`src/rtl/pixpll_pkg.sv`:
```
package pixpll_pkg;
    localparam int TW  = 32;   // frequency / residual width
    localparam int NW  = 9;    // reference divider width
    localparam int MW  = 12;   // feedback divider width before packing
    localparam int KW  = 3;    // division step counter width
    localparam int K_TOP = 5;  // highest quotient bit per division

    typedef enum logic [2:0] {
        S_IDLE, S_SCALE, S_DIV, S_SCORE, S_PACK
    } srch_state_e;

    typedef struct packed {
        srch_state_e       state;
        logic [TW-1:0]     ft;
        logic [7:0]        div;
        logic [NW-1:0]     n;
        logic [MW-1:0]     m;
        logic [TW-1:0]     rem;
        logic [KW-1:0]     k;
        logic [TW-1:0]     best_err;
        logic [MW-1:0]     best_m;
        logic [NW-1:0]     best_n;
        logic              found;
        logic              done;
        logic              err;
        logic [7:0]        m_code;
        logic [7:0]        n_code;
        logic [7:0]        div_code;
    } srch_regs_t;
endpackage

```
`src/rtl/pixpll_divstep.sv`:
```
module pixpll_divstep import pixpll_pkg::*; #(
    parameter int REF_HZ = 14318180
) (
    input  logic [TW-1:0] rem_i,
    input  logic [MW-1:0] m_i,
    input  logic [KW-1:0] k_i,
    output logic [TW-1:0] rem_o,
    output logic [MW-1:0] m_o
);
    // One restoring step: try to remove REF << k from the residual.
    logic [TW:0] sub_v;

    always_comb begin
        sub_v = (TW+1)'(REF_HZ) << k_i;
        if ({1'b0, rem_i} >= sub_v) begin
            rem_o = rem_i - sub_v[TW-1:0];
            m_o   = m_i + (MW'(1) << k_i);
        end else begin
            rem_o = rem_i;
            m_o   = m_i;
        end
    end
endmodule

```
`src/rtl/pixpll_score.sv`:
```
module pixpll_score import pixpll_pkg::*; #(
    parameter int REF_HZ       = 14318180,
    parameter int M_DIRECT_MAX = 257,
    parameter int M_MASK_MAX   = 1028
) (
    input  logic [TW-1:0] rem_i,
    input  logic [MW-1:0] m_i,
    output logic          valid_o,
    output logic [TW-1:0] score_o
);
    // rem_i is f*N - REF*M (already in [0, REF)); clearing M's low bits adds REF*M[1:0].
    logic [TW-1:0] low_pen;

    always_comb begin
        low_pen = TW'(REF_HZ) * TW'(m_i[1:0]);
        valid_o = (m_i <= MW'(M_MASK_MAX));
        score_o = (m_i <= MW'(M_DIRECT_MAX)) ? rem_i : rem_i + low_pen;
    end
endmodule

```
`src/rtl/pixpll_search.sv`:
```
module pixpll_search import pixpll_pkg::*; #(
    parameter int REF_HZ       = 14318180,
    parameter int MIN_HZ       = 3125000,
    parameter int MAX_HZ       = 220000000,
    parameter int FLOOR_HZ     = 100000000,
    parameter int N_FIRST      = 3,
    parameter int N_LAST       = 257,
    parameter int M_DIRECT_MAX = 257,
    parameter int M_MASK_MAX   = 1028
) (
    input  logic          clk,
    input  logic          rst_n,
    input  logic          start,
    input  logic [31:0]   target_hz,
    output logic          busy,
    output logic          done,
    output logic          err,
    output logic [7:0]    m_code,
    output logic [7:0]    n_code,
    output logic [7:0]    div_code
);
    localparam logic [TW-1:0] LO_V    = TW'(MIN_HZ);
    localparam logic [TW-1:0] HI_V    = TW'(MAX_HZ);
    localparam logic [TW-1:0] FLOOR_V = TW'(FLOOR_HZ);
    localparam logic [TW-1:0] REF_V   = TW'(REF_HZ);
    localparam logic [NW-1:0] NF_V    = NW'(N_FIRST);
    localparam logic [NW-1:0] NL_V    = NW'(N_LAST);
    localparam logic [MW-1:0] MD_V    = MW'(M_DIRECT_MAX);

    srch_regs_t st_d, st_q;

    logic [TW-1:0] rem_step;
    logic [MW-1:0] m_step;
    logic          sc_valid;
    logic [TW-1:0] sc_val;
    logic          out_range;
    logic [MW-1:0] m_packed;

    pixpll_divstep #(.REF_HZ(REF_HZ)) i_divstep (
        .rem_i (st_q.rem),
        .m_i   (st_q.m),
        .k_i   (st_q.k),
        .rem_o (rem_step),
        .m_o   (m_step)
    );

    pixpll_score #(
        .REF_HZ      (REF_HZ),
        .M_DIRECT_MAX(M_DIRECT_MAX),
        .M_MASK_MAX  (M_MASK_MAX)
    ) i_score (
        .rem_i   (st_q.rem),
        .m_i     (st_q.m),
        .valid_o (sc_valid),
        .score_o (sc_val)
    );

    always_comb begin
        st_d      = st_q;
        st_d.done = 1'b0;
        out_range = (target_hz > HI_V) || (target_hz < LO_V);
        m_packed  = (st_q.best_m > MD_V) ? (st_q.best_m >> 2) : st_q.best_m;

        unique case (st_q.state)
            S_IDLE: begin
                if (start) begin
                    if (out_range) begin
                        st_d.done = 1'b1;
                        st_d.err  = 1'b1;
                    end else begin
                        st_d.err   = 1'b0;
                        st_d.ft    = target_hz;
                        st_d.div   = 8'h00;
                        st_d.state = S_SCALE;
                    end
                end
            end
            S_SCALE: begin
                if (st_q.ft < FLOOR_V) begin
                    st_d.ft  = st_q.ft << 1;
                    st_d.div = st_q.div + 8'h10;
                end else begin
                    st_d.n        = NF_V;
                    st_d.m        = '0;
                    st_d.rem      = TW'(N_FIRST) * st_q.ft;
                    st_d.k        = KW'(K_TOP);
                    st_d.best_err = '1;
                    st_d.best_m   = '0;
                    st_d.best_n   = '0;
                    st_d.found    = 1'b0;
                    st_d.state    = S_DIV;
                end
            end
            S_DIV: begin
                st_d.rem = rem_step;
                st_d.m   = m_step;
                if (st_q.k == '0) st_d.state = S_SCORE;
                else              st_d.k     = st_q.k - KW'(1);
            end
            S_SCORE: begin
                if (sc_valid && (sc_val < st_q.best_err)) begin
                    st_d.best_err = sc_val;
                    st_d.best_m   = st_q.m;
                    st_d.best_n   = st_q.n;
                    st_d.found    = 1'b1;
                end
                if (st_q.n == NL_V) begin
                    st_d.state = S_PACK;
                end else begin
                    st_d.n     = st_q.n + NW'(1);
                    st_d.rem   = st_q.rem + st_q.ft;
                    st_d.k     = KW'(K_TOP);
                    st_d.state = S_DIV;
                end
            end
            S_PACK: begin
                st_d.done  = 1'b1;
                st_d.state = S_IDLE;
                if (!st_q.found) begin
                    st_d.err = 1'b1;
                end else begin
                    st_d.m_code   = 8'(m_packed - MW'(2));
                    st_d.n_code   = 8'(st_q.best_n - NW'(2));
                    st_d.div_code = st_q.div | ((st_q.best_m > MD_V) ? 8'h00 : 8'h04);
                end
            end
            default: st_d.state = S_IDLE;
        endcase
    end

    always_ff @(posedge clk or negedge rst_n) begin
        if (!rst_n) begin
            st_q       <= '0;
            st_q.state <= S_IDLE;
        end else begin
            st_q <= st_d;
        end
    end

    assign busy     = (st_q.state != S_IDLE);
    assign done     = st_q.done;
    assign err      = st_q.err;
    assign m_code   = st_q.m_code;
    assign n_code   = st_q.n_code;
    assign div_code = st_q.div_code;

    AST_REJECT_NEXT: assert property (@(posedge clk) disable iff (!rst_n)
        (start && !busy && ((target_hz > HI_V) || (target_hz < LO_V))) |=> (done && err));
    AST_DONE_PULSE: assert property (@(posedge clk) disable iff (!rst_n)
        done |=> !done);
    AST_DONE_NOT_BUSY: assert property (@(posedge clk) disable iff (!rst_n)
        done |-> !busy);
    AST_SCALED_FLOOR: assert property (@(posedge clk) disable iff (!rst_n)
        (st_q.state == S_DIV) |-> (st_q.ft >= FLOOR_V));
    AST_RESIDUAL_BOUND: assert property (@(posedge clk) disable iff (!rst_n)
        (st_q.state == S_SCORE) |-> (st_q.rem < REF_V));
    AST_N_WINDOW: assert property (@(posedge clk) disable iff (!rst_n)
        (st_q.state == S_SCORE) |-> ((st_q.n >= NF_V) && (st_q.n <= NL_V)));
    AST_TARGET_HELD: assert property (@(posedge clk) disable iff (!rst_n)
        ((st_q.state == S_DIV) || (st_q.state == S_SCORE)) |=> $stable(st_q.ft));
endmodule

```
`config.mk`:
```
export PLATFORM = sky130hd
export DESIGN_NAME = pixpll_search
export DESIGN_NICKNAME = d
export VERILOG_FILES = /design/src/rtl/pixpll_pkg.sv /design/src/rtl/pixpll_divstep.sv /design/src/rtl/pixpll_score.sv /design/src/rtl/pixpll_search.sv
export SDC_FILE = /design/constraint.sdc
export NUM_CORES = 1
export LEC_CHECK = 0
export CAP_MARGIN = 20
export CORE_MARGIN = 10
export CORE_UTILIZATION = 47
export CTS_CLUSTER_DIAMETER = 120
export CTS_CLUSTER_SIZE = 28
export DETAILED_ROUTE_END_ITERATION = 8
export DONT_BUFFER_PORTS = 1
export PLACE_DENSITY = 0.62
export SLEW_MARGIN = 20
export SYNTH_ARGS = -nofsm -noshare
export SYNTH_HDL_FRONTEND = slang
export SYNTH_HIERARCHICAL = 1
export SYNTH_SLANG_ARGS = --single-unit
```
`constraint.sdc`:
```
create_clock -name clk -period 10.72 [get_ports clk]
set_input_delay 0.536 -clock clk [delete_from_list [all_inputs] [get_ports clk]]
set_output_delay 0.536 -clock clk [all_outputs]
set_load 0.02 [all_outputs]
```
======== After elaboration in Yosys (flattened, before gate mapping) ========
Cells that the tools add are included.
word-level totals
  RAM bits ................................ 0
  bits in latches ......................... 0
  ROM bits ................................ 0
  memories kept ........................... 0
  logic and storage cells ................. 98
  register bits after elaboration ......... 178
operators by class
  divide/modulo/power cells ............... 0
  multipliers ............................. 2
  shifts and indexed selects .............. 2
  equal/unequal tests ..................... 15
  order comparisons ....................... 8
  reductions and logical operators ........ 19
  add/subtract/negate cells ............... 9
  bitwise operators ....................... 1
  mux-type cells .......................... 26
operator list
  kind                   number
  $mux 110               1
  $pmux 54 s2            1
  $pmux 35 s3            1
  $mux 43                2
  $pmux 40 s2            1
  $mux 32                2
  $mux 54                1
  $mux 40                1
  $mux 35                1
  $ge 32x33->1           1
  $shl 24x3->33 const A  1
  $add 32x26->32         1
  $add 32x32->32         1
  $gt 32x28->1 const B   1
  $lt 32x22->1 const B   1
  $lt 32x27->1 const B   1
  $lt 32x32->1           1
  $mul 2x32->32 const A  1
  $sub 32x32->32         1
  $mul 22x2->24 const A  1
  $pmux 12 s2            1
  $ne 2x2->1 const B     9
  $pmux 9 s2             1
  $reduce_and 4->1       4
  other kinds (30)       45

======== Logic depth before layout (Yosys ltp) ========
Gate-level depths: netlist (run 1).
  word-level depth ........................ 7
  depth in mapped cells ................... 23

======== Hierarchy ========
The synthesis (run 1) kept the hierarchy.
modules (own cells, without submodules)
  module          times used  seq. area each (um^2)  area each (um^2)  cells an instance
  pixpll_search   1           4279.1                 12512.0           1429
  pixpll_divstep  1           0.0                    2451.1            367
  pixpll_score    1           0.0                    1790.5            258

======== Worst setup path after synthesis (run 1) ========
Ideal clock, no wire load.
  kind .................................... register -> register
  start point ............................. reg st_q[115] (netlist name)
  end point ............................... reg st_q[71] (netlist name)
  library setup time ...................... 0.125 ns
  cell stages (with the launch flop) ...... 23
  arrival time ............................ 4.670 ns
  clock period less this slack ............ 4.795 ns
  setup slack ............................. 5.925 ns
  data required time ...................... 10.595 ns
  path through ............................ dfrtp_1 -> inv_1 -> ha_1 -> ha_1 -> nand3_1 -> o211ai_1 -> a21oi_1 -> o21ai_0 -> a31oi_1 -> xnor2_1 -> mux2_4 -> ha_1 -> a21o_1 -> a21o_1 -> a21o_1 -> a21o_1 -> a21oi_1 -> nor2b_1 -> o21ai_0 -> nand2_1 -> a21oi_4 -> buf_4 -> mux2_2
between the ends
  word-level cells in the longest chain between the ends .. 7
  elaborated cells between the ends (all ways) .. 11
ends and longest elaborated chain
  element                              RTL line              RTL
  start: declaration                   pixpll_search.sv:30   srch_regs_t st_d, st_q;
  start signal: assignment             pixpll_search.sv:136  st_q <= st_d;
  $mul 22x2->24                        pixpll_score.sv:15    low_pen = TW'(REF_HZ) * TW'(m_i[1:0]);
  $add 32x26->32                       pixpll_score.sv:17    score_o = (m_i <= MW'(M_DIRECT_MAX)) ? rem_i : rem_i + low_pen;
  $mux 32 *                            pixpll_score.sv:17
  net sc_val[25]                       pixpll_search.sv:35   logic [TW-1:0] sc_val;
  $lt 32x32->1 *                       pixpll_search.sv:101  if (sc_valid && (sc_val < st_q.best_err)) begin
  $logic_and 1x1->1 *                  pixpll_search.sv:101
  $ne 2x2->1 (no source line) *        --
  $reduce_and 3->1 (no source line) *  --
Mark *: on every way through the listed nets, which the timed path passes. The rest lies on a longest branch. The select of a mux whose other input is x is not followed.
A chain may end at the register's enable or synchronous reset.

======== Worst setup path in the final report (run 1) ========
  start point ............................. reg st_q[115] (netlist name)
  end point ............................... reg st_q[57] (netlist name)
The elaborated chain is that of the path after synthesis.

==> impl_metrics.json, run 1 <==
{
  "hold_ws_ps": 108,
  "netlist_area_um2": 16800,
  "cts-buffers-inserted": 17,
  "hp-class": "in -> async",
  "clock_tree.root_cell": "clkbuf_16",
  "critPathMaxFanout": 45,
  "rows": 69,
  "grt.busiest_layer": "met2",
  "wl_per_cell_um": 18.1,
  "io_buffers": 0,
  "met3_usage_pct": 3.16,
  "area_delta_synth_final_pct": 4.62,
  "drive_gt1_share_pct": 6.54,
  "clk_latency_ps": 460,
  "synth_cells": 2054,
  "clk_pin_slew_worst_paths_ps": 70,
  "seqCellArea_um2": 4280,
  "tightest_slew_ps": 1060,
  "crit_type": "reg -> reg",
  "routed_via_density": 5.76,
  "async_flop_share_pct": 100,
  "cts_tree": "yes",
  "grt_pass1_wl_um": 72900,
  "die-area_um2": 43600,
  "place_hpwl_um": 34400,
  "post-route-min-period_ps": 6040,
  "grt_use_total_pct": 20.3,
  "grt-ovfl-total": 0,
  "die_width_um": 209,
  "gr-usage-met2_pct": 32.3,
  "io-pin-count": 62,
  "vias": 14220,
  "endpoint_kind": "register",
  "skew_ps": 10.4,
  "r2r_cells": 22,
  "crit_required_ps": 11060,
  "postCtsResizedCells": 0,
  "routed_wl_um": 44800,
  "worstReg2RegStart": "st_q[115]",
  "start_util_pct": 47.3,
  "r2r_end": "st_q[57]",
  "ant_nets": 1,
  "grt_max_degree": 172,
  "clk_path_buf_depth": 2,
  "synth.distinct_cells": 90,
  "ys_seq_area_share_pct": 25.5,
  "fillers": 3459,
  "finalCritPeriodShare_pct": 56.3,
  "report.final.slew_viol_count": 0,
  "start_kind": "register",
  "place_congestion": 0.925,
  "crit_arrival_ps": 6380,
  "fin_tns_setup_ps": 0,
  "antenna_found_initial": 0,
  "multi_input_area_um2": 11500,
  "p_per_area_nw_per_um2": 74.8,
  "cts-htree-levels": 4,
  "grt_pass1_vias": 13730,
  "p_leak_nw": 8.62,
  "synth_top_flop_cell": "dfrtp_1",
  "fp.dieH_um": 209,
  "finalPower_mw": 1.31,
  "drc": 0,
  "avgSynthCellArea_um2": 8.16,
  "rsz0062_at_grt": "no",
  "peakVddDrop_mv": 0.116,
  "final_nets": 2214,
  "core_um2": 35400,
  "relSlewSlack_pct": 29.0,
  "max_freq_mhz": 166,
  "postCtsSetupRepairBufs": 0,
  "finalSetupViolations": 0,
  "status": "finished, violations left",
  "ys_warn_count": 6,
  "yosys_register_bits": 171,
  "cts_sinks": 171,
  "r2r_setup_slack_ps": 4680,
  "drt-pass1-iter-count": 5,
  "violations": "antenna rules",
  "drt_iter0_drc": 826,
  "synth_edf_count": 0,
  "cts_hold_buf": 1,
  "hold_violations": 0,
  "gr-usage-met1_pct": 27.5,
  "max_cap_violations": 0
}
-- worst max path at each step --
stage	startpoint	endpoint	slack [ps]	depth (start not counted)
2_1_floorplan	st_q[115]	st_q[71]	5930	22
5_1_grt	st_q[115]	st_q[50]	4250	22
3_3_place_gp	st_q[115]	st_q[49]	4780	22
6_report	st_q[115]	st_q[57]	4680	22
4_1_cts	st_q[115]	st_q[57]	4630	22
3_5_place_dp	st_q[115]	st_q[57]	4670	22
-- report_power, final --
| part | total (mW) | switching (mW) | internal [mW] | leakage, nW |
|---|---|---|---|---|
| Clock | 0.647 | 0.294 | 0.353 | 0.277 |
| Sequential | 0.645 | 0.0000000000555 | 0.645 | 2.37 |
| Combinational | 0.0186 | 0.0155 | 0.00312 | 5.97 |
| Total | 1.31 | 0.309 | 1.00 | 8.62 |
-- placed cells by master (no fill, tap or decap), types with 18 or more instances in the layout --
cell type,n
a21oi_1,168
mux2i_1,75
xor2_1,62
inv_1,97
o21ai_0,132
nand3_1,42
xnor2_1,67
mux2_2,26
dfrtp_1,171
nor3_1,30
nand2_1,307
o21ai_1,39
o211ai_1,18
o21a_1,18
ha_1,186
nor2_1,151
a31oi_1,20
nand4_1,30
a21o_1,49
-- kinds of logic after synthesis --
group | after synthesis | share of synthesized area [%]
simple gates | 671 | 18.1
compound gates | 569 | 21.8
buf+inv | 201 | 5.75
fa+ha+maj | 190 | 14.4
flops | 171 | 25.5
xor+xnor | 129 | 6.74
mux | 122 | 7.75
other cells | 1 | 0.0224
-- per-stage QoR --
stage	cell area, µm²	util, %	cells	setup slack [ps]
4_1_cts	17500	49.5	2463	4630
3_3_place_gp	16900	47.7	2430	4780
3_5_place_dp	16900	47.7	2430	4670
5_1_grt	17500	49.5	2463	4250
6_report	17500	49.5	2468	4680
2_1_floorplan	16800	-	2056	5930
-- layer usage --
layer  vias to the layer above  share of wire, %
met1                      6693                48
li1                       7179                 -
met4                         0               2.3
met3                        41               4.8
met2                       307                45
met5                         -                 0
-- layout make-up --
cell class	count	area share (%)
inverter	97	2.08
multi-input combinational	1684	65.9
antenna	5	0.0714
tap	461	3.29
timing repair buffer	18	0.885
clock inverter	14	0.907
clock buffer	18	2.51
sequential	171	24.4
-- worst max-delay path: stages (launching register included) --
cell      delay (ps)
dfrtp_1          630
inv_1            160
ha_1             380
ha_1             370
nand3_1          120
o211ai_1         180
a21oi_1          140
o21ai_0          540
a31oi_1          190
xnor2_1          160
mux2_4           260
ha_1             300
a21o_1           160
a21o_1           180
a21o_1           180
a21o_1           170
a21oi_1          140
nor2b_1           50
o21ai_0          150
nand2_1          100
a21oi_4          290
buf_4            610
mux2_2           410
-- flip-flops by register name, summed over array words and instances, names as in the netlist --
| signal | flops |
|---|---|
| n_code | 8 |
| err | 1 |
| div_code | 5 |
| st_q | 148 |
| done | 1 |
| m_code | 8 |
-- cell usage after synthesis, types with 6 or more instances --
library cell	number	area (µm²)
a21boi_0	11	82.6
o21ai_0	132	661
buf_1	7	26.3
nand4b_1	6	52.6
a21o_1	49	368
nor2b_1	16	100
mux2i_1	75	751
nor4_1	8	50.1
buf_4	35	263
o21a_1	18	135
buf_6	7	78.8
o21ai_1	39	195
a21oi_1	168	841
mux2_2	26	293
mux2_1	16	180
and2_1	16	100
nand2b_1	18	113
a221oi_1	7	61.3
xor2_1	62	543
xnor2_1	67	587
o31ai_1	10	75.1
o21bai_1	11	82.6
inv_1	97	364
o21ai_2	9	78.8
nor2_1	154	578
nand2_1	307	1150
a211o_1	7	61.3
nor3_1	31	155
dfrtp_1	171	4280
a211oi_1	10	75.1
buf_2	9	45.0
ha_1	186	2330
o211ai_1	18	135
and3_1	14	87.6
nand4_1	30	188
nand3_1	42	210
a31oi_1	20	125
clkbuf_1	43	161
Power figures use the tool's default switching activity.
==> run 2, diff against run 1 <==
--- a/config.mk
+++ b/config.mk
@@ -12,7 +12,7 @@
 export CTS_CLUSTER_SIZE = 28
 export DETAILED_ROUTE_END_ITERATION = 8
 export DONT_BUFFER_PORTS = 1
-export PLACE_DENSITY = 0.62
+export PLACE_DENSITY = 0.64
 export SLEW_MARGIN = 20
 export SYNTH_ARGS = -nofsm -noshare
 export SYNTH_HDL_FRONTEND = slang
==> constraint.sdc (replaced) <==
create_clock -name clk -period 5.2 [get_ports clk]
set_input_delay 0.26 -clock clk [delete_from_list [all_inputs] [get_ports clk]]
set_output_delay 0.26 -clock clk [all_outputs]
set_load 0.02 [all_outputs]
==> impl_metrics.json, run 2 (synthesis results as in run 1) <==
{
  "max_cap_violations": 0,
  "multi_input_area_um2": 11600,
  "vias": 14594,
  "area_delta_synth_final_pct": 8.84,
  "crit_start": "st_q[122]",
  "wl_met2_um": 22300,
  "relSlewSlack_pct": 37.6,
  "grt_use_total_pct": 20.9,
  "wl_per_cell_um": 18.5,
  "fillers": 3363,
  "finalPower_mw": 2.72,
  "io_buffers": 0,
  "drt-pass1-iter-count": 5,
  "grt_pass1_wl_um": 75100,
  "finalSetupViolations": 0,
  "drt_iter0_drc": 926,
  "place_congestion": 0.960,
  "drc": 0,
  "diodes": 0,
  "tightest_slew_ps": 936,
  "max_freq_mhz": 203,
  "met3_length_um": 2180,
  "hold_depth": 3,
  "critPathMaxFanout": 23,
  "status": "finished clean",
  "crit_end": "st_q[64]",
  "routed_wl_um": 46800,
  "top_layer": "met4",
  "endpoint_kind": "register",
  "crit_type": "reg -> reg",
  "drive_gt1_share_pct": 8.35,
  "rows": 69,
  "die-area_um2": 43600,
  "clk_pin_slew_worst_paths_ps": 80,
  "r2r_end": "st_q[64]",
  "crit_required_ps": 5540,
  "place_hpwl_um": 35900,
  "rsz0062_at_grt": "no",
  "start_kind": "register",
  "grt_max_degree": 172,
  "post-route-min-period_ps": 4930,
  "cts-buffers-inserted": 17,
  "finalCritPeriodShare_pct": 94.9,
  "regMostFlops": "st_q",
  "cpMaxStageDelayCell": "or4_1",
  "cts_tree": "yes",
  "wl_met1_um": 21000,
  "clock_tree.root_cell": "clkbuf_16",
  "hold_violations": 0,
  "routed_via_density": 5.76,
  "fp.dieH_um": 209,
  "cts-htree-levels": 4,
  "postCtsSetupRepairBufs": 0,
  "seqCellArea_um2": 4280,
  "peakVddDrop_mv": 0.245,
  "start_util_pct": 47.3,
  "report.final.slew_viol_count": 0,
  "worst-path-buf-inv": 2,
  "crit_arrival_ps": 5270,
  "worstReg2RegStart": "st_q[122]",
  "r2r_setup_slack_ps": 270,
  "final_cell_mix": "nand2_1 (307), ha_1 (186), dfrtp_1 (171), a21oi_1 (165), nor2_1 (151)",
  "core_um2": 35400,
  "path_cells": "or4_1 > or4_1 > a2111o_1 > buf_4 > mux2_2 > ha_1 > a21o_1 > a21o_1 > a211oi_1 > o21bai_1 > a21oi_1 > o21ai_1 > a21oi_4 > buf_12 > mux2_2",
  "grt_pass1_vias": 14289,
  "largest_register_ffs": 148,
  "critPathMaxStageDelay_ps": 600,
  "r2r_cells": 15,
  "cp.depth": 15,
  "io-pin-count": 62,
  "hp-class": "in -> reg",
  "final_nets": 2283,
  "skew_ps": 13.9,
  "antenna_found_initial": 0,
  "placed_cells": 2464,
  "fin_tns_setup_ps": 0,
  "grt-ovfl-total": 0,
  "die_width_um": 209,
  "final_common_cell": "nand2_1",
  "clk_path_buf_depth": 2,
  "p_leak_nw": 8.99,
  "critical_path.top_delay_family": "compound AO/OA/AOI/OAI gates",
  "fin_cells": 2532,
  "clk_latency_ps": 460,
  "cts_sinks": 171,
  "p_per_area_nw_per_um2": 149,
  "ant_nets": 0
}
-- run 2: through the flow --
stage	cell area [µm²]	setup WS (ps)	hold WS (ps)	utilization (%)
detailed placement	17200	111	-29.6	48.5
finish	18200	266	83.8	51.5
global route	18200	6.32	99.0	51.5
global placement	17200	188	-29.3	48.5
CTS	18200	70.6	59.1	51.4
floorplan	16800	405	-35.6	-
-- run 2: worst min-delay path by stage --
| stage | endpoint | from |
|---|---|---|
| finish | done | start |
| global route | done | start |
| CTS | done | start |
| detailed placement | m_code[5] | rst_n |
| global placement | m_code[5] | rst_n |
| floorplan | div_code[2] | rst_n |
-- run 2: worst min-delay path: cells and delay by family --
| family | cells | cell delay, ps |
|---|---|---|
| compound gates | 1 | 110 |
| simple gates | 1 | 100 |
| buf+inv | 1 | 40 |
-- run 2: report_power, final --
part           internal, mW   switching, mW
Sequential             1.33  0.000000000113
Clock                 0.656           0.680
Combinational        0.0233          0.0368
-- run 2: timing repair --
action | in CTS | in global routing
gates resized for setup | 0 | 10
endpoints found under the hold margin | 204 | 0
hold buffers | 35 | 0
endpoints found under the setup margin | 0 | 52
-- run 2: final cells by class --
type / count / share of cell area (%)
Multi-Input combinational cell: 1684 / 63.5
Sequential cell: 171 / 23.5
Timing Repair Buffer: 87 / 4.41
Tap cell: 461 / 3.16
Clock buffer: 17 / 2.33
Inverter: 97 / 2.00
Clock inverter: 15 / 1.12
-- run 2: metal layers --
metal,up-vias,global-route usage (%)
li1,7301,-
met1,6869,26.7
met2,358,35.5
met3,66,2.65
met4,0,7.52
met5,-,0
